[src/rtl/fu_pkg.sv]
package fu_pkg;

    typedef enum logic [3:0] {
        FN_PASS_A  = 4'd0,
        FN_INC     = 4'd1,
        FN_ADD     = 4'd2,
        FN_ADD_C   = 4'd3,
        FN_ADD_NB  = 4'd4,
        FN_SUB     = 4'd5,
        FN_DEC     = 4'd6,
        FN_PASS_A1 = 4'd7,
        FN_AND     = 4'd8,
        FN_OR      = 4'd9,
        FN_XOR     = 4'd10,
        FN_NOT_A   = 4'd11,
        FN_SH_PASS = 4'd12,
        FN_SH_R    = 4'd13,
        FN_SH_L    = 4'd14,
        FN_NULL    = 4'd15
    } fn_e;

    typedef enum logic [1:0] {
        YSEL_ZERO = 2'b00,
        YSEL_B    = 2'b01,
        YSEL_NB   = 2'b10,
        YSEL_ONES = 2'b11
    } ysel_e;

    typedef enum logic [1:0] {
        LOP_AND = 2'b00,
        LOP_OR  = 2'b01,
        LOP_XOR = 2'b10,
        LOP_NOT = 2'b11
    } lop_e;

    typedef enum logic [1:0] {
        SH_PASS  = 2'b00,
        SH_RIGHT = 2'b01,
        SH_LEFT  = 2'b10,
        SH_ZERO  = 2'b11
    } shop_e;

    typedef struct packed {
        logic v;
        logic c;
        logic n;
        logic z;
    } flags_t;

endpackage

[src/rtl/fu_arith.sv]
module fu_arith #(
    parameter int WIDTH = 8
) (
    input  logic [WIDTH-1:0] a_i,
    input  logic [WIDTH-1:0] b_i,
    input  logic [1:0]       ysel_i,
    input  logic             cin_i,
    output logic [WIDTH-1:0] sum_o,
    output logic             cout_o,
    output logic             ovf_o
);
    import fu_pkg::*;

    localparam int MSB = WIDTH - 1;
    localparam int EXT = WIDTH + 1;

    logic [WIDTH-1:0] y_d;
    logic [EXT-1:0]   total_d;

    always_comb begin
        unique case (ysel_i)
            YSEL_ZERO: y_d = '0;
            YSEL_B:    y_d = b_i;
            YSEL_NB:   y_d = ~b_i;
            default:   y_d = '1;
        endcase
        total_d = {1'b0, a_i} + {1'b0, y_d} + EXT'(cin_i);
        sum_o   = total_d[WIDTH-1:0];
        cout_o  = total_d[WIDTH];
        ovf_o   = (a_i[MSB] == y_d[MSB]) && (total_d[MSB] != a_i[MSB]);

        if (ysel_i == YSEL_NB && cin_i) begin
            p_sub_diff_r1: assert (sum_o == WIDTH'(a_i - b_i))
                else $error("subtract result mismatch");
        end
        if (ysel_i == YSEL_ZERO && !cin_i) begin
            p_pass_nocarry_r2: assert (sum_o == a_i && !cout_o)
                else $error("pass A produced carry or change");
        end
        if (ysel_i == YSEL_ONES && cin_i) begin
            p_wrap_carry_r2: assert (sum_o == a_i && cout_o)
                else $error("A + ones + 1 must carry and return A");
        end
        if (ysel_i == YSEL_ZERO) begin
            p_inc_ovf_r3: assert (ovf_o == (cin_i && a_i == {1'b0, {MSB{1'b1}}}))
                else $error("increment overflow rule broken");
        end
    end

endmodule

[src/rtl/fu_logic.sv]
module fu_logic #(
    parameter int WIDTH = 8
) (
    input  logic [WIDTH-1:0] a_i,
    input  logic [WIDTH-1:0] b_i,
    input  logic [1:0]       sel_i,
    output logic [WIDTH-1:0] res_o
);
    import fu_pkg::*;

    always_comb begin
        unique case (sel_i)
            LOP_AND: res_o = a_i & b_i;
            LOP_OR:  res_o = a_i | b_i;
            LOP_XOR: res_o = a_i ^ b_i;
            default: res_o = ~a_i;
        endcase

        if (sel_i == LOP_XOR) begin
            p_xor_inverse_r4: assert ((res_o ^ a_i) == b_i)
                else $error("xor result not invertible");
        end
        if (sel_i == LOP_NOT) begin
            p_not_cover_r4: assert ((res_o & a_i) == '0 && (res_o | a_i) == '1)
                else $error("not result overlaps A");
        end
        if (sel_i == LOP_AND) begin
            p_and_subset_r4: assert ((res_o & ~b_i) == '0 && (res_o & ~a_i) == '0)
                else $error("and result exceeds operands");
        end
    end

endmodule

[src/rtl/fu_shift.sv]
module fu_shift #(
    parameter int WIDTH = 8
) (
    input  logic [WIDTH-1:0] b_i,
    input  logic [1:0]       sel_i,
    input  logic             fill_r_i,
    input  logic             fill_l_i,
    output logic [WIDTH-1:0] res_o,
    output logic             ser_r_o,
    output logic             ser_l_o
);
    import fu_pkg::*;

    localparam int MSB = WIDTH - 1;

    logic [WIDTH-1:0] from_left_d;
    logic [WIDTH-1:0] from_right_d;

    for (genvar i = 0; i < WIDTH; i++) begin : g_bit
        if (i == MSB) begin : g_top
            assign from_left_d[i] = fill_r_i;
        end else begin : g_mid_r
            assign from_left_d[i] = b_i[i+1];
        end
        if (i == 0) begin : g_bot
            assign from_right_d[i] = fill_l_i;
        end else begin : g_mid_l
            assign from_right_d[i] = b_i[i-1];
        end
        always_comb begin
            unique case (sel_i)
                SH_PASS:  res_o[i] = b_i[i];
                SH_RIGHT: res_o[i] = from_left_d[i];
                SH_LEFT:  res_o[i] = from_right_d[i];
                default:  res_o[i] = 1'b0;
            endcase
        end
    end

    assign ser_r_o = b_i[0];
    assign ser_l_o = b_i[MSB];

    always_comb begin
        if (sel_i == SH_RIGHT) begin
            p_right_chain_r6: assert ({res_o, ser_r_o} == {fill_r_i, b_i})
                else $error("right shift loses a bit");
        end
        if (sel_i == SH_LEFT) begin
            p_left_chain_r7: assert ({ser_l_o, res_o} == {b_i, fill_l_i})
                else $error("left shift loses a bit");
        end
    end

endmodule

[src/rtl/fu_unit.sv]
module fu_unit #(
    parameter int WIDTH = 8
) (
    input  logic [WIDTH-1:0] a_i,
    input  logic [WIDTH-1:0] b_i,
    input  logic [3:0]       fs_i,
    input  logic             fill_r_i,
    input  logic             fill_l_i,
    output logic [WIDTH-1:0] f_o,
    output logic             v_o,
    output logic             c_o,
    output logic             n_o,
    output logic             z_o,
    output logic             ser_r_o,
    output logic             ser_l_o
);
    import fu_pkg::*;

    localparam int MSB = WIDTH - 1;

    typedef struct packed {
        logic [WIDTH-1:0] f;
        flags_t           fl;
    } unit_out_t;

    logic [WIDTH-1:0] arith_sum;
    logic             arith_cout;
    logic             arith_ovf;
    logic [WIDTH-1:0] logic_res;
    logic [WIDTH-1:0] shift_res;
    unit_out_t        out_d;

    fu_arith #(.WIDTH(WIDTH)) u_arith (
        .a_i    (a_i),
        .b_i    (b_i),
        .ysel_i (fs_i[2:1]),
        .cin_i  (fs_i[0]),
        .sum_o  (arith_sum),
        .cout_o (arith_cout),
        .ovf_o  (arith_ovf)
    );

    fu_logic #(.WIDTH(WIDTH)) u_logic (
        .a_i   (a_i),
        .b_i   (b_i),
        .sel_i (fs_i[1:0]),
        .res_o (logic_res)
    );

    fu_shift #(.WIDTH(WIDTH)) u_shift (
        .b_i      (b_i),
        .sel_i    (fs_i[1:0]),
        .fill_r_i (fill_r_i),
        .fill_l_i (fill_l_i),
        .res_o    (shift_res),
        .ser_r_o  (ser_r_o),
        .ser_l_o  (ser_l_o)
    );

    always_comb begin
        out_d = '0;
        if (fs_i == FN_NULL) begin
            out_d = '0;
        end else begin
            if (fs_i[3] && fs_i[2]) begin
                out_d.f = shift_res;
            end else if (fs_i[3]) begin
                out_d.f = logic_res;
            end else begin
                out_d.f    = arith_sum;
                out_d.fl.c = arith_cout;
                out_d.fl.v = arith_ovf;
            end
            out_d.fl.n = out_d.f[MSB];
            out_d.fl.z = (out_d.f == '0);
        end
    end

    assign f_o = out_d.f;
    assign v_o = out_d.fl.v;
    assign c_o = out_d.fl.c;
    assign n_o = out_d.fl.n;
    assign z_o = out_d.fl.z;

    always_comb begin
        if (fs_i == FN_NULL) begin
            p_null_clear_r10: assert (f_o == '0 && !v_o && !c_o && !n_o && !z_o)
                else $error("null code left output or flags set");
        end
        if (fs_i[3]) begin
            p_no_arith_flags_r2: assert (!c_o && !v_o)
                else $error("carry or overflow outside arithmetic");
        end
        if (fs_i == FN_SH_PASS) begin
            p_pass_sign_r9: assert (n_o == b_i[MSB] && f_o == b_i)
                else $error("pass B sign or value wrong");
        end
        if (fs_i == FN_PASS_A) begin
            p_pass_zero_r9: assert (z_o == (a_i == '0))
                else $error("zero flag wrong on pass A");
        end
    end

endmodule

[config.mk]
export PLATFORM = sky130hd
export DESIGN_NAME = fu_unit
export DESIGN_NICKNAME = d
export VERILOG_FILES = /design/src/rtl/fu_pkg.sv /design/src/rtl/fu_arith.sv /design/src/rtl/fu_logic.sv /design/src/rtl/fu_shift.sv /design/src/rtl/fu_unit.sv
export SDC_FILE = /design/constraint.sdc
export NUM_CORES = 1
export LEC_CHECK = 0
export ABC_AREA = 1
export BUFFER_PORTS_ARGS = -buffer_cell sky130_fd_sc_hd__buf_4
export CAP_MARGIN = 20
export CORE_MARGIN = 2
export CORE_UTILIZATION = 45
export DETAILED_ROUTE_END_ITERATION = 8
export PLACE_DENSITY = 0.65
export SYNTH_ARGS = -nofsm -noshare
export SYNTH_HDL_FRONTEND = slang
export SYNTH_HIERARCHICAL = 1
export SYNTH_SLANG_ARGS = --single-unit
[constraint.sdc]
create_clock -name vclk -period 5.5
set_clock_uncertainty 0.2 [all_clocks]
set_input_delay 0.825 -clock vclk [all_inputs]
set_output_delay 0.825 -clock vclk [all_outputs]
set_load 0.01 [all_outputs]
# Yosys cells after proc, flatten, opt, wreduce, memory -nomap -nowiden
# Cells that the tools add are included.
[totals] register_bits=0 latch_bits=0 ram_bits=0 rom_bits=0 in_bits=22 out_inout_bits=14 elab_cells=35 mem_count=0
[op_classes] n_addsub=2 n_mul=0 div=0 magnitude_cmp=0 eq_ne=7 shifts=0 muxes=16 bitwise=5 n_reduce_logical=5
[op_table] op="one-hot mux 8 bit (3 select lines)" n=2
[op_table] op="two-way mux 8 bit" n=3
[op_table] op="one-hot mux 1 bit (3 select lines)" n=8
[op_table] op="NOT 8 bit" n=2
[op_table] op="two-way mux 12 bit" n=1
[op_table] op="adder 8 x 8 -> 9 bit" n=1
[op_table] op="adder 9 x 1 -> 9 bit" n=1
[op_table] op="bitwise AND 8 bit" n=1
[op_table] op="zero test 8 bit" n=1
[op_table] op="OR 8 bit" n=1
[op_table] op="XOR 8 bit" n=1
[op_table] op="== test 2 x 1 -> 1 bit (second input constant)" n=2
[op_table] op="== test 2 bit (second input constant)" n=2
[op_table] op="== test 4 bit (second input constant)" n=1
[op_table] op="zero test 2 bit" n=2
[op_table] op="two-way mux 2 bit" n=2
[op_table] op="logical AND 1 bit" n=2
[op_table] op="== test 1 bit" n=1
[op_table] op="inequality test 1 bit" n=1

# Logic depth before layout (Yosys ltp)
[logic_depth] ltp_word=9 ltp_mapped=15 ltp_nobuf=14

# Hierarchy
# Netlist, hierarchy kept.
[modules_own_cells] mod="fu_logic" instances=1 cells_each=86 area_per_inst_um2=560.5 seq_area_each_um2=0.0
[modules_own_cells] mod="fu_arith" instances=1 cells_each=72 area_per_inst_um2=431.7 seq_area_each_um2=0.0
[modules_own_cells] mod="fu_unit" instances=1 cells_each=75 area_per_inst_um2=349.1 seq_area_each_um2=0.0
[modules_own_cells] mod="fu_shift" instances=1 cells_each=39 area_per_inst_um2=202.7 seq_area_each_um2=0.0

# Least setup slack after synthesis
# No wires, ideal clock.
[synth_timing] kind="input to output" start="in fs_i[1]" end="out z_o" arrival_ns=2.754 slack_ns=1.721 stages=15 path_buffers=1 cell_sequence="clkbuf_1 nand2_1 o21ai_1 fa_1 fa_1 nand3_1 nand2_1 nand2_1 nand2_1 xor2_1 nand2_1 nand2_1 nor2_1 nand3_1 nor2_1"
[synth_between] elab_chain_len=9
[synth_lines] element="start: declaration" line="fu_unit.sv:6" text="input logic [3:0] fs_i,"
[synth_lines] element="== test 2 bit, or another cell as far along"
[synth_lines] element="one-hot mux 8 bit (3 select lines) (*)" line="fu_arith.sv:21" text="unique case (ysel_i)"
[synth_lines] element="adder 8 x 8 -> 9 bit (*)" line="fu_arith.sv:27" text="total_d = {1'b0, a_i} + {1'b0, y_d} + EXT'(cin_i);"
[synth_lines] element="adder 9 x 1 -> 9 bit (*)" line="fu_arith.sv:27"
[synth_lines] element="via arith_sum[6]" line="fu_unit.sv:26" text="logic [WIDTH-1:0] arith_sum;"
[synth_lines] element="two-way mux 8 bit (*)" line="fu_unit.sv:67" text="end else if (fs_i[3]) begin"
[synth_lines] element="two-way mux 8 bit (*)" line="fu_unit.sv:65" text="if (fs_i[3] && fs_i[2]) begin"
[synth_lines] element="two-way mux 8 bit (*)" line="fu_unit.sv:62" text="if (fs_i == FN_NULL) begin"
[synth_lines] element="zero test 8 bit (*)" line="fu_unit.sv:75" text="out_d.fl.z = (out_d.f == '0);"
[synth_lines] element="two-way mux 12 bit (*)" line="fu_unit.sv:62"
[synth_lines] element="end: declaration" line="fu_unit.sv:13" text="output logic z_o,"
# Mark *: on every way through the listed nets, which the timed path passes. The rest lies on a longest branch. The select of a mux whose other input is x is not followed.

# Worst setup path after layout
# Same ends and word-level chain as after synthesis.

==> out/results.txt <==
The critical path is of the input port to output pin type. Counting instances, the worst hold path has a depth of 2. The count of nets left with antenna violations once routing finished came out at 0. sky130_fd_sc_hd__nand3_1 takes more of the synthesized area than any other cell. Counting I/O delays and the setup requirement, the final critical path takes 4090 ps. The tools report the endpoint type of the worst setup path as an output pin.

For the pin count of the biggest net entering global routing, the log shows 38. The layout cell share with drive strength beyond 1 is 0.182, and the peak fanout along the critical path is 37. For this run, the number of Yosys warnings is 6. The clock network power share was 0; the sequential fraction of the synthesis area was 0. In the final routed layout, each cell accounts on average for 11.7 um. After routing the design area is 1770 um^2. In the routed layout, each cell is associated on average with a via count of 4.91. The flow ran to the end, and the final reports show no timing, DRC or antenna violations. The register share of total power was 0. The sum of internal, switching and leakage power is 0.186 mW. The startpoint identified for the worst hold timing path is b_i[0]. After detailed routing, the total wire length is 4.01 mm. Across all layers, the routed design uses 1683 vias.

The run gives 0 as the layout sequential cell count. The slowest stage of the critical path is the sky130_fd_sc_hd__fa_1 cell. The utilization of the core after routing was 0.534; the starting density of the core was 0.466.

The die is 62.6 um tall. The worst-case IR drop observed on VDD is 0.0000418 V. After detailed placement, the design holds a cell count of 343.

The pin slew with the least headroom to its limit was 433 ps. Adding up every negative setup slack in the final design gives 0 ps. Setup violations remaining at the end of the flow were counted as 0. The run gives 1570 as the number of global-route vias before repair. By area the synthesized netlist is led by sky130_fd_sc_hd__nand3_1, sky130_fd_sc_hd__ha_1, sky130_fd_sc_hd__nand2_1. The max-slew violation total from the final report is 0, and the endpoint arrival time on the critical path is 3060 ps. 0 antenna diodes ended up in the layout. In the routed design, unresolved DRC markers number 0. The first detailed-routing pass took 5 iterations.

The fraction of power spent switching nets works out to 0.583. Port buffering added 36 buffers. The logs give 0 for the number of max-capacitance violations reported and 3310 um^2 for the area inside the core boundary. In the layout the commonest cells are sky130_fd_sc_hd__nand2_1, sky130_fd_sc_hd__nand3_1, sky130_fd_sc_hd__inv_1. Setup repair after global routing left no endpoint under its margin. The worst hold path belongs to the class input port to output pin.

After floorplanning, the core was divided into 21 placement rows. The leakage component of the power is 1.05 nW. Static timing analysis puts the maximum clock frequency at 245 MHz. The remaining max-slew budget at the tightest pin was 0.711.

The final worst-path setup slack is 1410 ps. The die covers 3920 um^2. The worst hold path terminates at ser_r_o. Net total in the final layout: 346. The cell count after synthesis came out at 272. The die is 62.6 um wide. The commonest non-fill, non-tap cell in the layout is sky130_fd_sc_hd__nand2_1.

The area fraction of the dominant cell type after synthesis is 0.191, and the placed instance area is 1770 um^2. The worst setup path is launched from an input port. The net switching power is 0.108 mW, and the internal power component is 0.0776 mW. The combinational fraction of design power is 1.000. The tools report the number of setup buffers added after CTS as 0. The number of nets in the synthesized netlist is 319.

The tools report the number of distinct library cells after synthesis as 24. The post-place setup slack is 1420 ps, and the area growth from synthesis to layout is 14.4%. The overall overflow remaining after global route came out at 0. Walking the worst path, the cells encountered are buf_4 -> nand2_1 -> o21ai_1 -> fa_1 -> fa_1 -> nand3_1 -> nand2_1 -> nand2_1 -> nand2_1 -> xor2_1 -> nand2_1 -> nand2_1 -> nor2_1 -> nand3_1 -> nor2_1 -> buf_4.

The worst path required time was 4470 ps. Power spread over the standard cell area amounts to 105 nW/um^2. Buffers inserted to repair hold after CTS numbered 0. After the flow finishes, the layout carries non-filler instances totaling 343. The tools report the overall fraction of global-route tracks in use as 0.215.

The critical path starts at fs_i[1]. The number of antenna violations at the first check in global routing came out at 0. The synthesized area per cell was 5.68 um^2.

The post-route fraction of the period consumed by the critical path is 0.744. The run gives 3.24 mm as the HPWL after detailed placement. The tools report the placer's final routability congestion estimate as 0.882. In this design, the critical path's most frequently occurring cell is sky130_fd_sc_hd__nand2_1.

The number of cells upsized or downsized after cts was 0; the number of top-level pins was 36. The run gives 1540 um^2 as the post-synthesis instance area. The logs give 0 um^2 for the register cell area after layout and 127 for the violation count after the first detailed-routing iteration. The first-pass GRT wire length came out at 7.11 mm.

The logs give 0 for the total count of hold-check failures in the final report and 1700 ps for the final-layout worst hold slack. The clock tree buffer count of the final layout was 0. On the worst path, the slowest cell contributes a delay of 410 ps.
==> cells by family (layout without fill, tap and decap cells) <==
logic type                 count (synthesis)  count (layout)  synth area share
AOI/OAI and AO/OA                         17              17            0.0592
xor gates and xnor gates                   6               6            0.0340
and+or+nand+nor                          159             159             0.490
adders and majority gates                 25              25             0.212
buffers and inverters                     65              90             0.204
==> final cells by class <==
type	count	area, um^2
well taps	46	57.6
fillers	386	1540
multi-input cells	207	1230
repair buffers	36	270
inverters	54	210
==> worst max path at each step <==
| stage | to | slack [ps] | cells past startpoint |
|---|---|---|---|
| final | z_o | 1410 | 16 |
| after global placement | z_o | 1460 | 16 |
| after detailed placement | z_o | 1420 | 16 |
| after floorplan | z_o | 1720 | 15 |
| after global routing | z_o | 1200 | 16 |
| after CTS | z_o | 1410 | 16 |
==> metal layers <==
metal	track usage	routed length (um)
met5	0	0
met4	0.0111	24
met3	0.0144	224
met2	0.392	1860
met1	0.288	1890
==> critical path, delay by kind of cell <==
kind                     cells  cell delay, ps
AND/OR/NAND/NOR             10             840
adder cells (fa/ha/maj)      2             810
buffers and inverters        2             370
XOR/XNOR                     1             140
AO/OA/AOI/OAI                1              70
==> Yosys cell counts, types with 4 or more instances <==
master and instances:
sky130_fd_sc_hd__a21oi_1 4, sky130_fd_sc_hd__buf_4 4, sky130_fd_sc_hd__buf_6 5, sky130_fd_sc_hd__ha_1 23, sky130_fd_sc_hd__inv_1 47, sky130_fd_sc_hd__inv_2 6, sky130_fd_sc_hd__nand2_1 67, sky130_fd_sc_hd__nand3_1 59
sky130_fd_sc_hd__nand3_2 4, sky130_fd_sc_hd__nand4_1 9, sky130_fd_sc_hd__nor2_1 14, sky130_fd_sc_hd__o21ai_0 5, sky130_fd_sc_hd__o21ai_1 6, sky130_fd_sc_hd__xor2_1 6
==> power by group through the flow <==
| stage | sequential [mW] | clock, mW | combinational, mW |
|---|---|---|---|
| 3_5_place_dp | 0 | 0 | 0.187 |
| 4_1_cts | 0 | 0 | 0.187 |
| 5_1_grt | 0 | 0 | 0.212 |
| 2_1_floorplan | 0 | 0 | 0.128 |
| 3_3_place_gp | 0 | 0 | 0.186 |
| 6_report | 0 | 0 | 0.186 |
Power figures use the tool's default switching activity.
